==> src/rtl/sgpio_led_pkg.sv <==
package sgpio_led_pkg;

  localparam int IND_PER_SLOT = 3;

  typedef enum logic [1:0] {
    SEQ_IDLE = 2'd0,
    SEQ_LEAD = 2'd1,
    SEQ_RUN  = 2'd2
  } seq_state_e;

  // bit order matters: activity lands on the lowest bit of a slot triple
  typedef struct packed {
    logic fault;
    logic locate;
    logic activity;
  } led_ind_t;

  function automatic led_ind_t decode_status(input logic [31:0] st);
    led_ind_t r;
    r.activity = st[21] | st[20];
    r.locate   = st[19];
    r.fault    = st[22];
    return r;
  endfunction

endpackage

==> src/rtl/sgpio_pattern_store.sv <==
module sgpio_pattern_store
  import sgpio_led_pkg::*;
#(
  parameter int NUM_PORTS     = 8,
  parameter int NUM_SLOTS     = 8,
  parameter int SUBADDR_LIMIT = 15,
  localparam int PORT_W = (NUM_PORTS > 1) ? $clog2(NUM_PORTS) : 1,
  localparam int SLOT_W = (NUM_SLOTS > 1) ? $clog2(NUM_SLOTS) : 1,
  localparam int PAT_W  = IND_PER_SLOT * NUM_SLOTS
) (
  input  logic                        clk,
  input  logic                        rst_n,
  input  logic                        req_valid,
  input  logic [PORT_W-1:0]           req_port,
  input  logic [31:0]                 req_status,
  input  logic                        seq_busy,
  input  logic [NUM_PORTS*SLOT_W-1:0] slot_map,
  input  logic [PORT_W-1:0]           rd_port,
  output logic [31:0]                 rd_status,
  output logic [PAT_W-1:0]            pattern,
  output logic                        start,
  output logic                        accept_q,
  output logic                        error_q
);

  logic              take;
  logic              in_range;
  logic              accept_now;
  logic              reject_now;
  logic [SLOT_W-1:0] slot;
  led_ind_t          ind;
  logic [PAT_W-1:0]  pat_q;
  logic [PAT_W-1:0]  pat_d;
  logic [31:0]       stat_q [NUM_PORTS];
  logic [NUM_PORTS-1:0] stat_en;

  always_comb begin
    take       = req_valid && !seq_busy;
    in_range   = req_status[15:8] < 8'(SUBADDR_LIMIT);
    accept_now = take && in_range;
    reject_now = take && !in_range;
    slot       = slot_map[int'(req_port)*SLOT_W +: SLOT_W];
    ind        = decode_status(req_status);
  end

  always_comb begin
    pat_d = pat_q;
    if (accept_now) begin
      for (int s = 0; s < NUM_SLOTS; s++) begin
        if (slot == SLOT_W'(s)) begin
          pat_d[IND_PER_SLOT*s +: IND_PER_SLOT] = ind;
        end
      end
    end
  end

  always_ff @(posedge clk or negedge rst_n) begin
    if (!rst_n) begin
      pat_q    <= '0;
      accept_q <= 1'b0;
      error_q  <= 1'b0;
    end else begin
      if (accept_now) begin
        pat_q <= pat_d;
      end
      accept_q <= accept_now;
      error_q  <= reject_now;
    end
  end

  for (genvar p = 0; p < NUM_PORTS; p++) begin : g_stat
    assign stat_en[p] = accept_now && (req_port == PORT_W'(p));
    always_ff @(posedge clk or negedge rst_n) begin
      if (!rst_n) begin
        stat_q[p] <= '0;
      end else if (stat_en[p]) begin
        stat_q[p] <= req_status;
      end
    end
  end

  assign rd_status = stat_q[rd_port];
  assign pattern   = pat_q;
  assign start     = accept_now;

endmodule

==> src/rtl/sgpio_frame_seq.sv <==
module sgpio_frame_seq
  import sgpio_led_pkg::*;
#(
  parameter int NUM_SLOTS = 8,
  parameter int HALF_DIV  = 5000,
  parameter int CLKCNT_W  = 8,
  localparam int PAT_W  = IND_PER_SLOT * NUM_SLOTS,
  localparam int NCFG_W = $clog2(NUM_SLOTS + 1),
  localparam int BIT_W  = $clog2(PAT_W),
  localparam int TOT_W  = CLKCNT_W + BIT_W + 2,
  localparam int PH_W   = $clog2(2 * HALF_DIV)
) (
  input  logic                clk,
  input  logic                rst_n,
  input  logic                start,
  input  logic [PAT_W-1:0]    pattern,
  input  logic [NCFG_W-1:0]   cfg_n_ports,
  input  logic [CLKCNT_W-1:0] cfg_pre,
  input  logic [CLKCNT_W-1:0] cfg_post,
  output logic                busy,
  output logic                sg_clk,
  output logic                sg_load,
  output logic                sg_data
);

  // HALF_DIV must be at least 2 so that the data update point sits strictly
  // inside the low half of a serial clock
  localparam logic [PH_W-1:0] PH_HIGH_END = PH_W'(HALF_DIV - 1);
  localparam logic [PH_W-1:0] PH_LOW_SET  = PH_W'(HALF_DIV);
  localparam logic [PH_W-1:0] PH_END      = PH_W'(2 * HALF_DIV - 1);

  seq_state_e          state_q, state_d;
  logic [PH_W-1:0]     ph_q, ph_d;
  logic [TOT_W-1:0]    bidx_q, bidx_d;
  logic [TOT_W-1:0]    pre_q, pre_d;
  logic [TOT_W-1:0]    bits_q, bits_d;
  logic [TOT_W-1:0]    last_q, last_d;
  logic                clk_q, clk_d;
  logic                load_q, load_d;
  logic                data_q, data_d;

  logic [NCFG_W-1:0]   n_cl;
  logic [TOT_W-1:0]    cfg_bits;
  logic [TOT_W-1:0]    pre_use;
  logic [TOT_W-1:0]    bits_use;
  logic [TOT_W-1:0]    sel_idx;
  logic [TOT_W-1:0]    dpos;
  logic                sel_load;
  logic                sel_data;

  // clamp slot count into 1..NUM_SLOTS
  always_comb begin
    if (cfg_n_ports == '0) begin
      n_cl = NCFG_W'(1);
    end else if (cfg_n_ports > NCFG_W'(NUM_SLOTS)) begin
      n_cl = NCFG_W'(NUM_SLOTS);
    end else begin
      n_cl = cfg_n_ports;
    end
    cfg_bits = TOT_W'(n_cl) * TOT_W'(IND_PER_SLOT);
  end

  // line values for the serial clock that is about to be prepared
  always_comb begin
    pre_use  = (state_q == SEQ_IDLE) ? TOT_W'(cfg_pre) : pre_q;
    bits_use = (state_q == SEQ_IDLE) ? cfg_bits : bits_q;
    sel_idx  = (state_q == SEQ_IDLE) ? '0 : bidx_q + TOT_W'(1);
    sel_load = 1'b0;
    sel_data = 1'b0;
    dpos     = '0;
    if (sel_idx == pre_use) begin
      sel_load = 1'b1;
    end else if (sel_idx > pre_use) begin
      dpos = sel_idx - pre_use - TOT_W'(1);
      if (dpos < bits_use) begin
        sel_data = pattern[dpos[BIT_W-1:0]];
      end
    end
  end

  always_comb begin
    state_d = state_q;
    ph_d    = ph_q;
    bidx_d  = bidx_q;
    pre_d   = pre_q;
    bits_d  = bits_q;
    last_d  = last_q;
    clk_d   = clk_q;
    load_d  = load_q;
    data_d  = data_q;
    unique case (state_q)
      SEQ_IDLE: begin
        if (start) begin
          state_d = SEQ_LEAD;
          ph_d    = '0;
          bidx_d  = '0;
          pre_d   = TOT_W'(cfg_pre);
          bits_d  = cfg_bits;
          last_d  = TOT_W'(cfg_pre) + cfg_bits + TOT_W'(cfg_post);
          load_d  = sel_load;
          data_d  = sel_data;
        end
      end
      SEQ_LEAD: begin
        if (ph_q == PH_HIGH_END) begin
          state_d = SEQ_RUN;
          ph_d    = '0;
          clk_d   = 1'b1;
        end else begin
          ph_d = ph_q + PH_W'(1);
        end
      end
      SEQ_RUN: begin
        ph_d = ph_q + PH_W'(1);
        if (ph_q == PH_HIGH_END) begin
          clk_d = 1'b0;
        end
        if (ph_q == PH_LOW_SET) begin
          load_d = sel_load;
          data_d = sel_data;
        end
        if (ph_q == PH_END) begin
          ph_d = '0;
          if (bidx_q == last_q) begin
            state_d = SEQ_IDLE;
          end else begin
            bidx_d = bidx_q + TOT_W'(1);
            clk_d  = 1'b1;
          end
        end
      end
      default: state_d = SEQ_IDLE;
    endcase
  end

  always_ff @(posedge clk or negedge rst_n) begin
    if (!rst_n) begin
      state_q <= SEQ_IDLE;
      ph_q    <= '0;
      bidx_q  <= '0;
      pre_q   <= '0;
      bits_q  <= '0;
      last_q  <= '0;
      clk_q   <= 1'b0;
      load_q  <= 1'b0;
      data_q  <= 1'b0;
    end else begin
      state_q <= state_d;
      ph_q    <= ph_d;
      bidx_q  <= bidx_d;
      pre_q   <= pre_d;
      bits_q  <= bits_d;
      last_q  <= last_d;
      clk_q   <= clk_d;
      load_q  <= load_d;
      data_q  <= data_d;
    end
  end

  assign busy    = (state_q != SEQ_IDLE);
  assign sg_clk  = clk_q;
  assign sg_load = load_q;
  assign sg_data = data_q;

endmodule

==> src/rtl/sgpio_led_shifter.sv <==
module sgpio_led_shifter
  import sgpio_led_pkg::*;
#(
  parameter int NUM_PORTS     = 8,
  parameter int NUM_SLOTS     = 8,
  parameter int HALF_DIV      = 5000,
  parameter int CLKCNT_W      = 8,
  parameter int SUBADDR_LIMIT = 15,
  localparam int PORT_W = (NUM_PORTS > 1) ? $clog2(NUM_PORTS) : 1,
  localparam int SLOT_W = (NUM_SLOTS > 1) ? $clog2(NUM_SLOTS) : 1,
  localparam int NCFG_W = $clog2(NUM_SLOTS + 1),
  localparam int PAT_W  = IND_PER_SLOT * NUM_SLOTS
) (
  input  logic                        clk,
  input  logic                        rst_n,
  input  logic                        req_valid,
  input  logic [PORT_W-1:0]           req_port,
  input  logic [31:0]                 req_status,
  output logic                        req_accept,
  output logic                        req_error,
  output logic                        busy,
  input  logic [NCFG_W-1:0]           cfg_n_ports,
  input  logic [CLKCNT_W-1:0]         cfg_pre_clocks,
  input  logic [CLKCNT_W-1:0]         cfg_post_clocks,
  input  logic [NUM_PORTS*SLOT_W-1:0] cfg_slot_map,
  input  logic [PORT_W-1:0]           rd_port,
  output logic [31:0]                 rd_status,
  output logic                        sg_clk,
  output logic                        sg_load,
  output logic                        sg_data
);

  logic [1:0]       rst_sync;
  logic             rst_int_n;
  logic             start;
  logic [PAT_W-1:0] pattern;

  // asynchronous assertion, synchronous release
  always_ff @(posedge clk or negedge rst_n) begin
    if (!rst_n) begin
      rst_sync <= 2'b00;
    end else begin
      rst_sync <= {rst_sync[0], 1'b1};
    end
  end
  assign rst_int_n = rst_sync[1];

  sgpio_pattern_store #(
    .NUM_PORTS     (NUM_PORTS),
    .NUM_SLOTS     (NUM_SLOTS),
    .SUBADDR_LIMIT (SUBADDR_LIMIT)
  ) u_store (
    .clk        (clk),
    .rst_n      (rst_int_n),
    .req_valid  (req_valid),
    .req_port   (req_port),
    .req_status (req_status),
    .seq_busy   (busy),
    .slot_map   (cfg_slot_map),
    .rd_port    (rd_port),
    .rd_status  (rd_status),
    .pattern    (pattern),
    .start      (start),
    .accept_q   (req_accept),
    .error_q    (req_error)
  );

  sgpio_frame_seq #(
    .NUM_SLOTS (NUM_SLOTS),
    .HALF_DIV  (HALF_DIV),
    .CLKCNT_W  (CLKCNT_W)
  ) u_seq (
    .clk         (clk),
    .rst_n       (rst_int_n),
    .start       (start),
    .pattern     (pattern),
    .cfg_n_ports (cfg_n_ports),
    .cfg_pre     (cfg_pre_clocks),
    .cfg_post    (cfg_post_clocks),
    .busy        (busy),
    .sg_clk      (sg_clk),
    .sg_load     (sg_load),
    .sg_data     (sg_data)
  );

endmodule

==> config.mk <==
export PLATFORM = sky130hd
export DESIGN_NAME = sgpio_led_shifter
export DESIGN_NICKNAME = d
export VERILOG_FILES = /design/src/rtl/sgpio_led_pkg.sv /design/src/rtl/sgpio_pattern_store.sv /design/src/rtl/sgpio_frame_seq.sv /design/src/rtl/sgpio_led_shifter.sv
export SDC_FILE = /design/constraint.sdc
export NUM_CORES = 1
export LEC_CHECK = 0
export ABC_AREA = 0
export BUFFER_PORTS_ARGS = -buffer_cell sky130_fd_sc_hd__buf_2
export CELL_PAD_IN_SITES_DETAIL_PLACEMENT = 0
export CELL_PAD_IN_SITES_GLOBAL_PLACEMENT = 2
export CORE_MARGIN = 2
export CORE_UTILIZATION = 43
export CTS_CLUSTER_SIZE = 16
export DETAILED_ROUTE_END_ITERATION = 16
export GPL_ROUTABILITY_DRIVEN = 0
export GPL_TIMING_DRIVEN = 0
export PLACE_DENSITY = 0.82
export RECOVER_POWER = 100
export SLEW_MARGIN = 20
export SYNTH_ARGS = -nofsm -noshare
export SYNTH_HDL_FRONTEND = slang
export SYNTH_SLANG_ARGS = --single-unit
==> constraint.sdc <==
create_clock -name clk -period 13.7 [get_ports clk]
set_clock_uncertainty 0.2 [all_clocks]
set_input_delay 1.37 -clock clk [delete_from_list [all_inputs] [get_ports clk]]
set_output_delay 1.37 -clock clk [all_outputs]
set_load 0.01 [all_outputs]
Word-level counts from Yosys, hierarchy flattened. Cells that the tools add are included.

Register bits: 347. Output and inout bits: 38. Logic and storage cells: 145.

Add/sub/neg operators: 6. $mul: 2. Order comparisons: 6. Equality and inequality tests: 27. Shifts and indexed selects: 1. Mux-type cells: 38. Bitwise logic cells: 2. Reductions and logical operators: 35.

Operators by type and width (count): 32-bit binary-select mux with 3-bit select (1); 32-bit two-way mux (2); 15-bit two-way mux (4); 14-bit two-way mux (3); 14-bit case mux with 3 select lines (1); 24-bit by 32-bit variable part select with 3-bit output (1); 15-bit == test (2); 15-bit case mux with 2 select lines (1); 14-bit by 13-bit == test with 1-bit output (second input constant) (2); 3-bit == test (second input constant) (8); 2-bit AND reduction (11); 15-bit by 1-bit adder with 15-bit output (second input constant) (1); 15-bit by 8-bit adder with 15-bit output (1); 15-bit greater-than comparator (1); 15-bit less-than comparator (1); 15-bit by 1-bit subtractor with 15-bit output (second input constant) (1); 15-bit subtractor (1); 14-bit by 1-bit adder with 14-bit output (second input constant) (1); 14-bit == test (second input constant) (1); 1-bit two-way mux (13); 3-bit by 2-bit == test with 1-bit output (second input constant) (4); 1-bit logical AND (11); 2-bit by 1-bit != test with 1-bit output (second input constant) (5); 8-bit by 6-bit adder with 9-bit output (1); other kinds (27) (39).

Logic depth before layout (Yosys ltp). Gate-level depths: netlist (run 1).

Depth after elaboration: 11. Depth in mapped cells: 19. Mapped depth without buffers: 19.

Hierarchy. From an unflattened synthesis (run 1), not the netlist that was laid out.

Cell total of the unflattened synthesis: 1320. Area, all modules: 17396.7 um2.

By module, submodules not included: sgpio_pattern_store (instances 1, cells each 768, area each 12625.9 um2, sequential area each 7056.8 um2); sgpio_frame_seq (instances 1, cells each 549, area each 4717.0 um2, sequential area each 1451.4 um2); sgpio_led_shifter (instances 1, cells each 3, area each 53.8 um2, sequential area each 50.0 um2).

Worst setup path before layout (run 1). Ideal clock, no wire load.

Kind: register -> register. Start point: reg u_seq.state_q[0]. End point: reg u_seq.data_q, in the netlist u_seq.sg_data. Setup time: 0.092 ns. Data arrival time: 4.547 ns. Data required time: 13.408 ns. Slack: 8.861 ns. Stages on the path, launching flop included: 20. Path buffers: 3. Cells stage by stage: dfrtp_1 inv_1 ha_1 clkbuf_1 clkbuf_1 buf_1 mux2i_1 ha_1 inv_1 fa_1 nand2b_1 a21oi_1 xor2_1 ha_1 a21oi_1 nor2b_1 a2111o_1 a2111oi_2 nand4_1 o31ai_2.

Word-level cells in the longest chain between the ends: 11. Elaborated cells between the ends (all ways): 26.

Ends and longest elaborated chain: start: declaration (RTL line sgpio_frame_seq.sv:32) `seq_state_e state_q, state_d;`; start signal: assignment (RTL line sgpio_frame_seq.sv:148) `state_q <= state_d;`; parallel branches: the longest is 11 deep, another holds 15-bit subtractor; end signal: assignment (RTL line sgpio_frame_seq.sv:156) `data_q <= data_d;`; end: declaration (RTL line sgpio_frame_seq.sv:40) `logic data_q, data_d;`.

Several ways; the timed one is not identified. The select of a mux whose other input is x is not followed. A chain may end at the register's enable or synchronous reset.

==> qor.txt, run 1 <==
Die area - 0.0421 sq mm
Worst hold path type - flip-flop to flip-flop
Prevailing post-synth register cell - dfrtp_1
Max_slew headroom - -0.998
FFs w/ async S/R, synth - 1.00
Final Core Density - 0.500
Drt drc - 0
Post-CTS sizing - 0
Final Hold Viols - 0
CTS HTree Levels - 2
#FFs+latches synth - 342
Setup WS pre-CTS - 7580 ps
Initial Util - 0.437
Clk slew on worst S/H paths - 60 ps
CTS Hold Bufs - 0
Met3 WL - 2180 um
Pin count of the biggest net entering global routing - 59
Unrepaired setup endpoints after global routing - false
Post-route worst setup slack - 6700 ps
Tmin final - 7000 ps
PD cells - 111 mW/mm^2
WS Path Type - flip-flop to async pin
Worst EP arrival - 6850 ps
Area Growth Syn to Fin - 14.5%
Top cell type by total area after synthesis - dfrtp_1
Core region area - 0.0398 sq mm
Leak pwr - 9.51 nW
Fmax - 0.143 GHz
Width of the die - 205 um
Top Layer Used - met4
Final WL - 44000 um
Cell-by-cell trace of the critical path - clkbuf_1, clkbuf_1, clkbuf_1
Syn Nets - 1468
Setup crit end kind - async pin
Worst setup SP type - flip-flop
Nets - 1634
Failing checks - capacitance limit, slew limit
Post-synth EDFFs - 0
Max Root-Sink Buffers - 3
Wire length on met1 - 20300 um
Die height - 205 um
FP Rows - 73
Maxcap violations - 7
Total Routing Usage GR - 0.215
Initial antenna violation count - 0
Vias in the first global route - 11839
Total CTS buffers - 39
Met2 routed WL - 20300 um
Total setup buffers inserted after CTS - 0
Clock latency on the worst-skew pair - 570 ps
Via count - 11458
Fin. max-slew vios - 352
GRT Residual Overflow - 0
Final HPWL DP - 30600 um
Share of layout cells above drive strength 1 - 0.342
Critical path required time - 13540 ps
Synth top area share - 0.492
Port bufs - 118
CP peak stage delay - 2090 ps
I/O pin cnt - 123
Reg2Reg Setup Slack - 6700 ps
Final setup TNS - 0 ps
Critical Path Most Common Cell - clkbuf_1
Most frequent cell after synthesis - dfrtp_1
Via-per-instance ratio - 5.56
Drt initial violations - 681
Final period util - 0.511
Post-synth top cells - dfrtp_1, mux2_2, nand2_1
First-pass GRT wire length - 68900 um
Post-route ant nets - 0
CTS tree - built
Worst VDD drop - 0.0867 mV
Slowest CP cell - clkbuf_1
Synth unique cells - 62
Slew @ Worst Pin - 3000 ps
Register area share after synthesis - 0.492
Dominant cells by area after synthesis - dfrtp_1, mux2_2, mux4_2, ha_1, nand2_1
Post-Syn Area - 0.0174 sq mm
Clock sinks - 342
CTS root buf - clkbuf_16
Synth Warn # - 0
Drt wl/cell - 21.4 um
TritonRoute pass-1 iters - 5
Final setup fails - 0
Status - finished with violations
Largest fanout on the critical path - 54
Pwr Total - 0.00221 W
Syn avg cell area - 13.0 sq um
Gate Count Post-Synth - 1341
kinds of logic after synthesis:
group	Yosys count	synth area share
AOI/OAI and AO/OA	159	0.0580
xor gates and xnor gates	33	0.0166
adders and majority gates	42	0.0320
buffers and inverters	111	0.0258
DFF	342	0.492
muxes	377	0.293
other	1	0.000216
and+or+nand+nor	276	0.0821
stage by stage:
stage	instances	cell area (sq um)	hold slack (ps)
after floorplan	1341	17400	131
after global placement	1984	18600	138
after detailed placement	1991	18800	149
after CTS	2061	20200	163
after global routing	2061	19900	171
final	2062	19900	158
cells in the final DEF, fill, tap and decap left out, drive strengths merged, types with 9 or more instances in the layout:
cell,n
a22o,12
nor2,45
mux2i,14
ha,38
and2,11
clkinv,9
mux2,286
nor3,12
inv,30
dfrtp,342
nor2b,31
o21ai,61
nand3,16
nand4,12
a21o,11
nand2,94
buf,99
a21oi,38
mux4,77
clkbuf,163
xnor2,22
xor2,11
and3,10
worst max-delay path: cells and delay by family, from the launching register on:
| family | cells | cell delay (ps) |
|---|---|---|
| flops | 1 | 400 |
| buf+inv | 3 | 5800 |
sequential cells by signal, summed over array words and instances (netlist names), 2 cells and up:
register         flops
u_seq.ph_q          14
u_store.stat_q     256
u_store.pattern     24
u_seq.state_q        2
u_seq.last_q        10
u_seq.pre_q          8
rst_sync             2
u_seq.bidx_q        15
u_seq.bits_q         6
metal layers:
metal	GRT usage	up-vias
met5	0	-
met4	0.0761	0
met3	0.0449	66
met2	0.334	233
met1	0.300	5925
li1	-	5234
path summary, 6_finish.rpt:
check,start,to,cells past startpoint
hold / removal,rst_sync[0],rst_sync[1],0
setup / recovery,rst_sync[1],u_seq.last_q[5],3
min in group asynchronous,rst_n,rst_sync[1],1
hold reg to reg,rst_sync[0],rst_sync[1],0
max in group clk,u_seq.state_q[0],u_seq.sg_data,19
setup reg to reg,rst_sync[1],u_seq.last_q[5],3
where the power goes:
group | internal (W) | switching [W]
combinational | 0.0000478 | 0.0000884
clock | 0.000632 | 0.000432
sequential | 0.00101 | 0.000000124
area by class of cell:
| class | count | area (sq um) |
|---|---|---|
| Buffer | 80 | 312 |
| Fill cell | 3635 | 19900 |
| Tap cell | 525 | 657 |
| Sequential cell | 342 | 8560 |
| Antenna cell | 1 | 2.50 |
| Inverter | 31 | 118 |
| Clock inverter | 13 | 164 |
| Clock buffer | 57 | 1160 |
| Timing Repair Buffer | 125 | 581 |
| Multi-Input combinational cell | 888 | 8350 |
Note: power is estimated with default switching activity, not from simulation.
==> inputs of run 2 (changes only) <==
==> constraint.sdc (replaced) <==
create_clock -name clk -period 7.05 [get_ports clk]
set_clock_uncertainty 0.2 [all_clocks]
set_input_delay 0.705 -clock clk [delete_from_list [all_inputs] [get_ports clk]]
set_output_delay 0.705 -clock clk [all_outputs]
set_load 0.01 [all_outputs]
==> qor.txt, run 2 (synthesis gave the netlist of run 1 again) <==
Setup crit end kind - flip-flop
GRT Residual Overflow - 0
I/O pin cnt - 123
Via-per-instance ratio - 5.58
Vias in the first global route - 11751
Leak pwr - 9.54 nW
CP peak stage delay - 690 ps
Final setup TNS - 0 ps
Largest reg by FF count - u_store.stat_q
Clock latency on the worst-skew pair - 570 ps
Internal cell power - 0.00321 W
Sequential Power Share - 0.468
CTS root buf - clkbuf_16
Worst hold path type - flip-flop to flip-flop
Total Routing Usage GR - 0.212
R2r worst-path depth - 19
Drt initial violations - 519
WS Path Type - flip-flop to flip-flop
Post-CTS sizing - 0
Reg2Reg Setup Slack - 890 ps
First-pass GRT wire length - 68200 um
Post-route ant nets - 0
Drt drc - 0
Final HPWL DP - 30300 um
Maxcap violations - 4
FP Rows - 73
End point of the worst hold path - rst_sync[1]
Most frequent cells in the layout - dfrtp_1, mux2_2, clkbuf_1
Worst EP arrival - 6430 ps
Initial antenna violation count - 5
Worst VDD drop - 0.195 mV
TritonRoute pass-1 iters - 4
Drt wl/cell - 20.9 um
Failing checks - capacitance limit, slew limit
Via count - 11505
Cell-by-cell trace of the critical path - inv_1, ha_1, clkbuf_1, clkbuf_1, clkbuf_1, mux2i_1, ha_1, inv_1, fa_1, nand2b_1, a21oi_1, xor2_1, ha_1, a21oi_1, nor2b_1, a2111o_1, a2111oi_2, nand4_1, o31ai_2
Final setup fails - 0
Port bufs - 118
Reg2reg start - u_seq.state_q[1]
Unrepaired setup endpoints after global routing - false
Clock sinks - 342
Critical R2R Capture - u_seq.sg_data
Nets - 1636
Initial Util - 0.437
Max reg flops - 256
Commonest non-fill, non-tap cell in the layout - dfrtp_1
CTS tree - built
Die height - 205 um
Max Root-Sink Buffers - 3
Final WL - 43200 um
Switch Pwr - 0.00100 W
Final period util - 0.873
Fmax - 0.162 GHz
Logic pwr share - 0.062
Status - finished with violations
Worst setup SP type - flip-flop
Width of the die - 205 um
Largest fanout on the critical path - 10
Hold path depth - 0
Max_slew headroom - -1.02
Fin. max-slew vios - 216
CTS HTree Levels - 2
Tmin final - 6160 ps
Pin count of the biggest net entering global routing - 59
Clk pwr share - 0.471
Switching Share - 0.237
Critical path required time - 7320 ps
Slew @ Worst Pin - 3030 ps
Hold Crit Start - rst_sync[0]
Area Growth Syn to Fin - 14.6%
Slowest CP cell - clkbuf_1
Final Hold Viols - 0
Die area - 0.0421 sq mm
PD cells - 212 mW/mm^2
Core region area - 0.0398 sq mm
Clk slew on worst S/H paths - 60 ps
Total CTS buffers - 39
Share of layout cells above drive strength 1 - 0.340
Final hold slack - 153 ps
run 2: layout make-up:
cell class	instances	area (sq um)
buffer	80	309
clock inverter	6	88.8
antenna	2	5.00
tap	525	657
sequential	342	8560
multi-input combinational	888	8350
clock buffer	62	1170
timing repair buffer	127	662
inverter	31	118
fill	3631	19900
run 2: routing by layer:
| layer | global-route usage | vias up | part of all wire |
|---|---|---|---|
| li1 | - | 5254 | - |
| met1 | 0.304 | 5987 | 0.46 |
| met2 | 0.337 | 204 | 0.47 |
| met3 | 0.0348 | 54 | 0.043 |
| met4 | 0.0514 | 6 | 0.017 |
| met5 | 0 | - | 0.00086 |
run 2: repair_timing:
item                      CTS  global route
hold endpoints to repair    2             0
setup buffers               0             0
hold buffers                1             0
run 2: power by group through the flow:
| stage | Combinational [W] | Sequential, W | Clock, W |
|---|---|---|---|
| after floorplan | 0.000134 | 0.00203 | 0 |
| after global placement | 0.000222 | 0.00204 | 0 |
| final | 0.000260 | 0.00197 | 0.00198 |
| after CTS | 0.000271 | 0.00197 | 0.00204 |
| after detailed placement | 0.000269 | 0.00201 | 0 |
| after global routing | 0.000288 | 0.00197 | 0.00212 |
run 2: how the worst max path moves through the flow:
stage | from | endpoint | cells past startpoint
2_1_floorplan | rst_sync[1] | u_seq.bidx_q[0] | 0
3_3_place_gp | rst_sync[1] | u_seq.bidx_q[9] | 0
3_5_place_dp | u_seq.state_q[0] | u_seq.sg_data | 19
4_1_cts | u_seq.state_q[1] | u_seq.sg_data | 19
5_1_grt | u_seq.state_q[1] | u_seq.sg_data | 19
6_report | u_seq.state_q[1] | u_seq.sg_data | 19
run 2: worst max-delay path, delay by kind of cell (launching register included):
| family | cells | cell delay (ps) |
|---|---|---|
| simple gates | 3 | 450 |
| fa+ha+maj | 4 | 1210 |
| xor+xnor | 1 | 350 |
| compound gates | 5 | 1260 |
| flops | 1 | 380 |
| mux | 1 | 390 |
| buf+inv | 5 | 1840 |
run 2: through the flow:
| stage | instances | area [sq um] | utilization | total power [W] | setup slack [ps] |
|---|---|---|---|---|---|
| floorplan | 1341 | 17400 | - | 0.00216 | 1260 |
| global placement | 1984 | 18600 | 0.468 | 0.00226 | -859 |
| detailed placement | 1991 | 18800 | 0.472 | 0.00228 | 935 |
| CTS | 2060 | 20100 | 0.504 | 0.00428 | 903 |
| global route | 2062 | 19900 | 0.500 | 0.00438 | 437 |
| finish | 2063 | 19900 | 0.500 | 0.00421 | 894 |
==> inputs of run 3 (changes only) <==
--- a/config.mk
+++ b/config.mk
@@ -5,17 +5,17 @@
 export SDC_FILE = /design/constraint.sdc
 export NUM_CORES = 1
 export LEC_CHECK = 0
-export ABC_AREA = 0
+export ABC_AREA = 1
 export BUFFER_PORTS_ARGS = -buffer_cell sky130_fd_sc_hd__buf_2
 export CELL_PAD_IN_SITES_DETAIL_PLACEMENT = 0
 export CELL_PAD_IN_SITES_GLOBAL_PLACEMENT = 2
 export CORE_MARGIN = 2
-export CORE_UTILIZATION = 43
+export CORE_UTILIZATION = 36
 export CTS_CLUSTER_SIZE = 16
 export DETAILED_ROUTE_END_ITERATION = 16
 export GPL_ROUTABILITY_DRIVEN = 0
 export GPL_TIMING_DRIVEN = 0
-export PLACE_DENSITY = 0.82
+export PLACE_DENSITY = 0.81
 export RECOVER_POWER = 100
 export SLEW_MARGIN = 20
 export SYNTH_ARGS = -nofsm -noshare
==> qor.txt, run 3 <==
Status - finished with violations
Failing checks - capacitance limit, slew limit
Most frequent cells in the layout - nand2_1, o21ai_0, dfrtp_1
Met2 routed WL - 25400 um
Drt wl/cell - 18.9 um
Slowest CP cell - clkbuf_1
Final WL - 57400 um
Post-Syn Area - 0.0173 sq mm
Final setup fails - 0
Tmin final - 5310 ps
Max reg flops - 256
Via count - 15761
Most frequent cell after synthesis - nand2_1
Clock latency on the worst-skew pair - 550 ps
Dominant cells by area after synthesis - dfrtp_1, o21ai_0, nand2_1, nor2_1, inv_1
Top Layer Used - met4
PD cells - 313 mW/mm^2
Clock sinks - 342
Port bufs - 122
Post-route worst setup slack - 1740 ps
Pin count of the biggest net entering global routing - 55
Largest fanout on the critical path - 10
Prevailing post-synth register cell - dfrtp_1
CTS tree - built
Area Growth Syn to Fin - 16.0%
Die area - 0.0499 sq mm
Share of layout cells above drive strength 1 - 0.0766
Synth top area share - 0.494
Final HPWL DP - 41700 um
Fmax - 0.188 GHz
Fill cells - 5081
# diodes - 0
Top Family by Delay on Critical Path - buffers and inverters
Critical Path Most Common Cell - clkbuf_1
Final period util - 0.754
Clk slew on worst S/H paths - 60 ps
Slew @ Worst Pin - 3090 ps
Gate Count Post-Synth - 2225
Setup WS pre-CTS - 2210 ps
Commonest non-fill, non-tap cell in the layout - nand2_1
Fin. max-slew vios - 259
Unrepaired setup endpoints after global routing - false
Met3 WL - 3030 um
Maxcap violations - 5
Worst setup SP type - flip-flop
Vias in the first global route - 15454
Leak pwr - 9.60 nW
Internal cell power - 0.00410 W
Worst EP arrival - 5550 ps
CP peak stage delay - 590 ps
CTS root buf - clkbuf_16
Syn avg cell area - 7.78 sq um
Post-synth top cells - nand2_1, o21ai_0, dfrtp_1
Wire length on met1 - 27800 um
Via-per-instance ratio - 5.18
I/O pin cnt - 123
First-pass GRT wire length - 89700 um
FFs w/ async S/R, synth - 1.00
Setup crit end kind - flip-flop
Switching Share - 0.350
Post-route ant nets - 0
Largest reg by FF count - u_store.stat_q
Sequential Power Share - 0.370
Post-synth EDFFs - 0
Initial Util - 0.363
Drt drc - 0
Logic pwr share - 0.283
Synth unique cells - 43
Register area share after synthesis - 0.494
Critical path required time - 7290 ps
WS Path Type - flip-flop to flip-flop
Total CTS buffers - 41
Switch Pwr - 0.00220 W
CTS HTree Levels - 2
Synth Warn # - 0
Drt initial violations - 1286
Cell count after placement - 2968
Max_slew headroom - -1.06
Total Routing Usage GR - 0.232
Max Root-Sink Buffers - 3
Die height - 223 um
Clk pwr share - 0.347
Worst hold path type - flip-flop to flip-flop
Count of non-filler cells in the finished layout - 3044
Initial antenna violation count - 0
Final Hold Viols - 0
GRT Residual Overflow - 0
Buf/Inv on CP - 6
Top cell type by total area after synthesis - dfrtp_1
TritonRoute pass-1 iters - 7
Total setup buffers inserted after CTS - 0
Nets - 2524
Post-CTS sizing - 0
Final Core Density - 0.422
Width of the die - 223 um
Core region area - 0.0476 sq mm
FP Rows - 80
Syn Nets - 2352
Cell-by-cell trace of the critical path - inv_1, ha_1, inv_1, clkbuf_1, clkbuf_1, clkbuf_1, o21ai_0, ha_1, clkbuf_1, a21oi_1, nand2_1, a31oi_1, xnor2_1, ha_1, a21boi_0, o21ai_0, nand4_1, nor2_1, nand3_1, nand2_1
Worst VDD drop - 0.168 mV
#FFs+latches synth - 342
## run 3: cell count changes after synthesis, sizes merged, moves of 59 or more
cell	previous run	this run
nand2	94	532
o21ai	61	434
mux2	286	0
nor2	45	305
inv	29	185
mux4	77	0
nand3	16	75
## run 3: layer usage
| layer | track usage | up-vias |
|---|---|---|
| met4 | 0.0576 | 0 |
| met3 | 0.0332 | 68 |
| li1 | - | 7623 |
| met2 | 0.363 | 388 |
| met1 | 0.340 | 7682 |
| met5 | 0 | - |
## run 3: cell type report
cell class | instances | area [sq um] | area share
well taps | 615 | 769 | 0.0383
clock buffers | 60 | 1190 | 0.0591
clock inverters | 15 | 194 | 0.00965
plain buffers | 116 | 445 | 0.0222
repair buffers | 129 | 646 | 0.0321
flip-flops and latches | 342 | 8560 | 0.426
inverters | 187 | 702 | 0.0349
multi-input cells | 1580 | 7590 | 0.378
## run 3: logic make-up (layout without fill, tap and decap cells)
logic type	Yosys count	count (layout)	share of synthesized area
other	1	1	0.000217
XOR/XNOR	24	24	0.0121
flip-flops	342	342	0.494
AO/OA/AOI/OAI	565	565	0.173
adder cells (fa/ha/maj)	42	42	0.0321
buffers and inverters	303	507	0.0668
AND/OR/NAND/NOR	948	948	0.222
## run 3: repair_timing
item                                   CTS  global route
hold buffers                             1             0
endpoints found under the hold margin    2             0
setup endpoints to repair                0             0
## run 3: path summary, 6_finish.rpt
path,cells after the start,slack [ps],from,endpoint
max,20,1740,u_seq.state_q[0],u_seq.sg_data
min,0,150,rst_sync[0],rst_sync[1]
max reg2reg,20,1740,u_seq.state_q[0],u_seq.sg_data
min reg2reg,0,150,rst_sync[0],rst_sync[1]
max in group asynchronous,1,2310,rst_sync[1],u_store.stat_q[7]
min in group asynchronous,2,270,rst_n,rst_sync[0]
## run 3: power by group through the flow
stage                     logic [W]  clock network (W)  registers (W)
final                       0.00178            0.00219        0.00233
after global routing        0.00205            0.00231        0.00236
after CTS                   0.00181            0.00224        0.00233
after detailed placement    0.00180                  0        0.00236
after global placement      0.00174                  0        0.00239
after floorplan             0.00123                  0        0.00235
## run 3: per-stage QoR
stage                     power, W  TNS [ps]  cell area (sq um)  hold WS [ps]
after CTS                  0.00637         0              20300           160
final                      0.00630         0              20100           152
after floorplan            0.00358         0              17300           131
after global placement     0.00414   -417600              18700           136
after global routing       0.00672         0              20100           170
after detailed placement   0.00416         0              18900           147
